### config.mk
export PLATFORM = sky130hd
export DESIGN_NAME = flash_csr
export DESIGN_NICKNAME = d
export VERILOG_FILES = /design/src/rtl/flash_csr_pkg.sv /design/src/rtl/flash_csr_fsm.sv /design/src/rtl/flash_csr_regs.sv /design/src/rtl/flash_csr.sv
export SDC_FILE = /design/constraint.sdc
export NUM_CORES = 1
export LEC_CHECK = 0
export BUFFER_PORTS_ARGS = -buffer_cell sky130_fd_sc_hd__clkbuf_2
export CAP_MARGIN = 20
export CORE_AREA = 2 2 39 41
export CTS_BUF_LIST = sky130_fd_sc_hd__clkbuf_4
export CTS_CLUSTER_DIAMETER = 30
export CTS_CLUSTER_SIZE = 25
export DETAILED_ROUTE_END_ITERATION = 8
export DIE_AREA = 0 0 41 43
export GPL_TIMING_DRIVEN = 0
export HOLD_SLACK_MARGIN = 0.15
export PLACE_DENSITY = 0.86
export SLEW_MARGIN = 20
export SYNTH_ARGS = -nofsm -noshare
export SYNTH_HDL_FRONTEND = slang
export SYNTH_HIERARCHICAL = 1
export SYNTH_SLANG_ARGS = --single-unit
### constraint.sdc
create_clock -name clk -period 4.2 [get_ports clk]
set_clock_uncertainty 0.2 [all_clocks]
set_input_delay 0.84 -clock clk [delete_from_list [all_inputs] [get_ports clk]]
set_output_delay 0.84 -clock clk [all_outputs]
set_load 0.03 [all_outputs]
### src/rtl/flash_csr_pkg.sv
package flash_csr_pkg;
    localparam int CSR_W     = 8;
    localparam int B_INTE    = 7;
    localparam int B_FLAG    = 6;
    localparam int B_WREN    = 5;
    localparam int B_RDY     = 4;
    localparam int B_LPM1    = 2;
    localparam int B_LPM0    = 0;

    typedef enum logic [1:0] {
        ST_IDLE = 2'd0,
        ST_RUN  = 2'd1,
        ST_DONE = 2'd2
    } op_state_e;
endpackage

### src/rtl/flash_csr_fsm.sv
module flash_csr_fsm
    import flash_csr_pkg::*;
(
    input  logic clk,
    input  logic rst_n,
    input  logic clr_req,
    input  logic done_pulse,
    input  logic raw_wr,
    input  logic wr_enable,
    output logic flag,
    output logic gated_wr
);
    op_state_e state_q, state_d;

    always_ff @(posedge clk) begin
        if (!rst_n) state_q <= ST_IDLE;
        else        state_q <= state_d;
    end

    always_comb begin
        state_d = state_q;
        unique case (state_q)
            ST_IDLE: if (done_pulse)    state_d = ST_DONE;
                     else if (gated_wr) state_d = ST_RUN;
            ST_RUN:  if (done_pulse)    state_d = ST_DONE;
            ST_DONE: if (done_pulse)    state_d = ST_DONE;
                     else if (gated_wr) state_d = ST_RUN;
                     else if (clr_req)  state_d = ST_IDLE;
            default:                    state_d = ST_IDLE;
        endcase
    end

    always_comb begin
        flag     = (state_q == ST_DONE);
        gated_wr = raw_wr && wr_enable && (state_q != ST_RUN);
    end

    p_set_on_done_r4: assert property (@(posedge clk) disable iff (!rst_n)
        done_pulse |=> flag);
    p_clear_w0_r5: assert property (@(posedge clk) disable iff (!rst_n)
        (clr_req && !done_pulse && flag) |=> !flag);
    p_gate_we_r7: assert property (@(posedge clk) disable iff (!rst_n)
        !wr_enable |-> !gated_wr);
    p_block_run_r8: assert property (@(posedge clk) disable iff (!rst_n)
        (gated_wr && !done_pulse) |=> !gated_wr);
endmodule

### src/rtl/flash_csr_regs.sv
module flash_csr_regs
    import flash_csr_pkg::*;
(
    input  logic             clk,
    input  logic             rst_n,
    input  logic             wr_hit,
    input  logic             rd_hit,
    input  logic             rmw,
    input  logic [CSR_W-1:0] wdata,
    input  logic             flag,
    input  logic             ready_lvl,
    output logic             inte,
    output logic             wr_enable,
    output logic [CSR_W-1:0] rdata
);
    logic lpm1_q, lpm0_q;

    always_ff @(posedge clk) begin
        if (!rst_n) begin
            inte      <= 1'b0;
            wr_enable <= 1'b0;
            lpm1_q    <= 1'b0;
            lpm0_q    <= 1'b0;
        end else if (wr_hit) begin
            inte      <= wdata[B_INTE];
            wr_enable <= wdata[B_WREN];
            lpm1_q    <= wdata[B_LPM1];
            lpm0_q    <= wdata[B_LPM0];
        end
    end

    always_comb begin
        rdata = '0;
        if (rd_hit) begin
            rdata[B_INTE] = inte;
            rdata[B_FLAG] = flag | rmw;
            rdata[B_WREN] = wr_enable;
            rdata[B_RDY]  = ready_lvl;
            rdata[B_LPM1] = lpm1_q;
            rdata[B_LPM0] = lpm0_q;
        end
    end

    p_rdy_mirror_r2: assert property (@(posedge clk) disable iff (!rst_n)
        rd_hit |-> (rdata[B_RDY] == ready_lvl && rdata[3] == 1'b0 && rdata[1] == 1'b0));
    p_rmw_flag_r6: assert property (@(posedge clk) disable iff (!rst_n)
        (rd_hit && rmw) |-> rdata[B_FLAG]);
endmodule

### src/rtl/flash_csr.sv
module flash_csr
    import flash_csr_pkg::*;
#(
    parameter int              ADDR_W   = 24,
    parameter logic [ADDR_W-1:0] REG_ADDR = 24'h0000AE
) (
    input  logic              clk,
    input  logic              rst_n,
    input  logic [ADDR_W-1:0] bus_addr,
    input  logic              bus_wr,
    input  logic [CSR_W-1:0]  bus_wdata,
    input  logic              bus_rd,
    input  logic              bus_rmw,
    output logic [CSR_W-1:0]  bus_rdata,
    input  logic              alg_done,
    input  logic              alg_ready,
    input  logic              raw_flash_wr,
    output logic              flash_wr,
    output logic              irq
);
    logic sel, wr_hit, rd_hit, flag, inte, wr_enable;

    assign sel    = (bus_addr == REG_ADDR);
    assign wr_hit = sel && bus_wr;
    assign rd_hit = sel && bus_rd;

    flash_csr_fsm u_fsm (
        .clk        (clk),
        .rst_n      (rst_n),
        .clr_req    (wr_hit && !bus_wdata[B_FLAG]),
        .done_pulse (alg_done),
        .raw_wr     (raw_flash_wr),
        .wr_enable  (wr_enable),
        .flag       (flag),
        .gated_wr   (flash_wr)
    );

    flash_csr_regs u_regs (
        .clk       (clk),
        .rst_n     (rst_n),
        .wr_hit    (wr_hit),
        .rd_hit    (rd_hit),
        .rmw       (bus_rmw),
        .wdata     (bus_wdata),
        .flag      (flag),
        .ready_lvl (alg_ready),
        .inte      (inte),
        .wr_enable (wr_enable),
        .rdata     (bus_rdata)
    );

    always_ff @(posedge clk) begin
        if (!rst_n) irq <= 1'b0;
        else        irq <= inte && flag;
    end

    p_irq_gated_r3: assert property (@(posedge clk) disable iff (!rst_n)
        irq |-> $past(inte && flag));
    p_w1_ignored_r5: assert property (@(posedge clk) disable iff (!rst_n)
        (wr_hit && bus_wdata[B_FLAG] && !flag && !alg_done) |=> !flag);
    p_miss_rd_zero_r10: assert property (@(posedge clk) disable iff (!rst_n)
        !sel |-> (bus_rdata == '0));
endmodule

Word level (Yosys, flattened, before mapping). Index checks and enable logic that the tools add are counted.

Equality and inequality tests: 7. Mux-type cells: 10. Bitwise gates (word level): 1. Reductions and logical operators: 9.

Operators with widths (number): == test 24 x 8 -> 1 bit, second input constant (1); two-way mux 2 bit (6); logical AND 1 bit (6); case mux 2 bit (3 select lines) (1); two-way mux 4 bit (1); != test 4 x 3 -> 1 bit, second input constant (1); != test 3 bit, second input constant (1); AND reduction 3 bit (1); == test 2 x 1 -> 1 bit, second input constant (1); == test 2 bit, second input constant (1); logical NOT 2 bit (1); two-way mux 1 bit (2); != test 2 x 1 -> 1 bit, second input constant (1); != test 2 bit, second input constant (1); logical NOT 1 bit (1); bitwise OR 1 bit (1).

Flip-flop bits (word level): 7. Output and inout bits: 10. Logic and storage cells: 33.

Logic depth before layout (Yosys ltp).
Depth after elaboration: 7. Depth in mapped cells: 6. Gate-level depth less buffers: 6.

By module. Netlist, hierarchy kept.

Modules (own cells, without submodules): flash_csr_regs (times used 1, cells an instance 22, area an instance 214.0 um^2); flash_csr (times used 1, cells an instance 15, area an instance 131.4 um^2); flash_csr_fsm (times used 1, cells an instance 13, area an instance 105.1 um^2).

Worst setup path before layout. OpenSTA, ideal clock, no wires.

Path kind: input port to output port. Start point: in bus_addr[11]. End point: out bus_rdata[4]. Arrival time: 1.806 ns. Data required time: 3.160 ns. Path slack: 1.354 ns. Cell stages on the path: 4. Path buffers: 0. Path through: nor4b_1 -> nand3_1 -> nor2_1 -> and2_1.

Longest elaborated chain between the ends: 3.

Ends and longest elaborated chain: start, declared (RTL line flash_csr.sv:9) `input logic [ADDR_W-1:0] bus_addr,`; == test 24 x 8 -> 1 bit (RTL line flash_csr.sv:23) `assign sel = (bus_addr == REG_ADDR);`; logical AND 1 bit (RTL line flash_csr.sv:25) `assign rd_hit = sel && bus_rd;`; via rd_hit (RTL line flash_csr.sv:21) `logic sel, wr_hit, rd_hit, flag, inte, wr_enable;`; two-way mux 4 bit (RTL line flash_csr_regs.sv:34) `if (rd_hit) begin`; end, declared (RTL line flash_csr.sv:14) `output logic [CSR_W-1:0] bus_rdata,`.

The timed path passes the listed nets, and every way through them passes these cells.

Final worst setup path.
Start point: in bus_addr[15]. End point: out bus_rdata[5].

The elaborated chain is that of the path after synthesis.

==> impl_results.md <==
- Clk slew on worst S/H paths: 0.05 ns
- Reg2Reg Depth: 2
- Clk Latency, worst-skew pair: 0.25 ns
- Worst hold path class: reg -> reg
- Critical path class: in -> out
- Post-Synthesis Cells: 50
- Postcts setup bufs: 0
- CTS tree: yes
- Flop pwr share: between 40% and 50%
- Detail Route Antenna Nets: 0
- Max clock buf depth: 2
- Final HPWL DP: between 1000 and 1500 um
- Layout net count: 140
- Seq/Total Area, Yosys: 31.1%
- Starting Density: 32.5%
- DR top layer: met4
- Yosys warns: 6
- Leakage: approximately 0.00036 uW
- Critical path launch point: bus_addr[15]
- Status: completed
- Tcrit/Tclk final: between 70% and 80%
- Clk sinks: 7
- Element type at the critical path start: input port
- Die Ht: roughly 43 um
- Avg Cell Area, Syn: roughly 9.0 sq um
- CTS Hold Bufs: 0
- Cts repair resizes: 0
- Vias in the first global route: approximately 500
- Post-Syn Area: 450 sq um
- Post-synth top area cell: dfxtp_1
- Final setup vio count: 0
- Setup crit end: bus_rdata[5]
- FF-to-FF End: u_fsm/state_q[0]
- Max-slew violations: 0
- Max VDD drop: between 150 and 200 uV
- Antenna violations before repair: 0
- Top cells by area, synth: dfxtp_1, mux2i_1, nor4_2, and2_1, and4bb_2
- Reg2reg start: u_fsm/state_q[0]
- Combinational share of power: 16.5%
- Initial DRT Pass Iterations: 2
- Total Routing Usage GR: 15.6%
- First-pass GRT wire length: about 1900 um
- Congestion Overflow GR: 0
- Htree depth: 1
- Pin count of the biggest net entering global routing: 8
- CP Data Required Time: around 3.2 ns
- Setup TNS: 0 ns
- Global placer's final weighted congestion: between 0.6 and 0.7
- I/O pin count: 50
- Final Instance Area: just over 700 sq um
- I/O Buffers: 44
- Drt drc: 0
- P per Cell Area: roughly 220 nW/um^2
- Net Sw Frac: a little over a fifth
- Clock Power Share: ~41%
- Share of Yosys cell area claimed by the top area cell type: between 30% and 40%
- Total CTS buffers: 3
- CP Capture Type: primary output
- Placed Area: approximately 690 sq um
- Fmax: 312 MHz
- Clk Tree Root Cell: clkbuf_4
- Chip width: roughly 41 um
- Switching Power: 34.9 uW
- Row count: 14
- Via count: just over 500
- Max-cap violations: 0
- FILL cells: between 100 and 150
- Total Wirelength: between 1000 and 1500 um
- Crit path arrival time: approximately 2.2 ns
- DR WL met2: ~600 um
- RSZ-0062 raised after global routing: no
- Die ar.: ~1800 sq um
- Cell Int Power: 126 uW
- Initial DRC Count: 6
- Average wire per standard cell: 9.73 um
- Metal3 WL: roughly 95 um
- Final min period: between 3 and 4 ns
- Layout cell share with drive strength beyond 1: around 59%
- CP max FO: 6
- Netlist cell types: 23
- Post-Route M1 WL: between 400 and 500 um
- Internal reg-to-reg setup slack: approximately 3 ns
- FF+latch count, synth: 7
- Core area: ~1400 sq um
- Antenna cells: 0
- DR vias/cell: about 4.5
- Area grow syn2layout: 60.8%
- Fin. Hold Viols: 0
area by class of cell:
| type | count | area (sq um) | share of cell area (%) |
|---|---|---|---|
| Buffer | 3 | 26.3 | 3.63 |
| Sequential cell | 7 | 140 | 19.3 |
| Clock buffer | 4 | 30.0 | 4.15 |
| Tap cell | 16 | 20.0 | 2.76 |
| Multi-Input combinational cell | 38 | 277 | 38.2 |
| Timing Repair Buffer | 44 | 220 | 30.4 |
| Inverter | 3 | 11.3 | 1.55 |
critical path, stage by stage:
cell and delay [ns]:
clkbuf_2 0.09, nor4_2 0.27, nand4_1 0.21, nor2_1 0.36
and2_1 0.19, clkbuf_2 0.20
per-layer routing:
metal  track usage (%)  up-vias
li1                  -      268
met1              15.3      228
met2              24.7       21
met3              9.95        2
met4              6.67        0
met5                 0        -
sequential cells by signal, summed over array words and instances (netlist names):
signal	cells
irq	1
u_fsm/state_q	2
u_regs/inte	1
u_regs/lpm1_q	1
u_regs/lpm0_q	1
u_regs/wr_enable	1
power groups by stage:
stage | Combinational [uW] | Sequential (uW) | Clock [uW]
CTS | 26.7 | 67.8 | 69.2
finish | 26.6 | 67.8 | 66.6
global route | 29.2 | 67.8 | 73.8
detailed placement | 26.5 | 69.2 | 0
global placement | 25.7 | 69.1 | 0
floorplan | 8.62 | 69.1 | 0
cell usage after synthesis:
cell / count
dfxtp_1: 7
and2_1: 5
mux2i_1: 4
nand2_1: 4
nor2b_1: 4
inv_1: 3
nor2_1: 3
nor4_2: 3
and4bb_2: 2
buf_4: 2
a21oi_1: 1
a31oi_1: 1
and3_1: 1
buf_6: 1
conb_1: 1
mux2_4: 1
nand3_1: 1
nand4_1: 1
nor3_1: 1
nor3b_2: 1
nor4_1: 1
nor4b_1: 1
o21a_1: 1
worst min path at each step:
stage	to	from	cells after the start	slack (ns)
2_1_floorplan	irq	u_regs/inte	1	0.27
3_3_place_gp	u_regs/lpm1_q	u_regs/lpm1_q	2	0.29
3_5_place_dp	u_regs/lpm1_q	u_regs/lpm1_q	2	0.30
4_1_cts	u_regs/lpm1_q	u_regs/lpm1_q	2	0.32
5_1_grt	irq	u_regs/inte	1	0.34
6_report	u_regs/lpm1_q	u_regs/lpm1_q	2	0.31
metrics by stage:
step / util, % / total power, uW / setup WS, ns / std cells / hold slack, ns
after detailed placement: 50.2 / 95.7 / 0.973 / 111 / 0.303
final: 52.4 / 161 / 0.995 / 115 / 0.307
after CTS: 52.4 / 164 / 0.975 / 115 / 0.315
after global routing: 52.4 / 171 / 0.886 / 115 / 0.336
after global placement: 50.2 / 94.8 / 1.04 / 111 / 0.287
after floorplan: - / 77.7 / 1.35 / 51 / 0.273
cell usage in the layout (no fill, tap or decap):
| cell type | Yosys | final |
|---|---|---|
| nor4b_1 | 1 | 1 |
| mux2_4 | 1 | 1 |
| dfxtp_1 | 7 | 7 |
| conb_1 | 1 | 2 |
| a31oi_1 | 1 | 1 |
| mux2i_1 | 4 | 4 |
| nand2_1 | 4 | 4 |
| nor4_2 | 3 | 3 |
| buf_4 | 2 | 2 |
| nand3_1 | 1 | 1 |
| clkbuf_4 | 0 | 4 |
| nor3_1 | 1 | 1 |
| and2_1 | 5 | 5 |
| nor3b_2 | 1 | 1 |
| nor4_1 | 1 | 1 |
| and3_1 | 1 | 1 |
| inv_1 | 3 | 3 |
| a21oi_1 | 1 | 1 |
| o21a_1 | 1 | 1 |
| buf_6 | 1 | 1 |
| nand4_1 | 1 | 1 |
| and4bb_2 | 2 | 2 |
| clkbuf_2 | 0 | 44 |
| nor2_1 | 3 | 3 |
| nor2b_1 | 4 | 4 |
kinds of logic after synthesis:
kind of cell	after synthesis	share of synthesized area (%)
AOI/OAI and AO/OA	3	4.17
buffers and inverters	6	8.33
DFF	7	31.1
muxes	5	12.2
other	1	0.833
and+or+nand+nor	28	43.3
(Power assumes the default switching activity.)
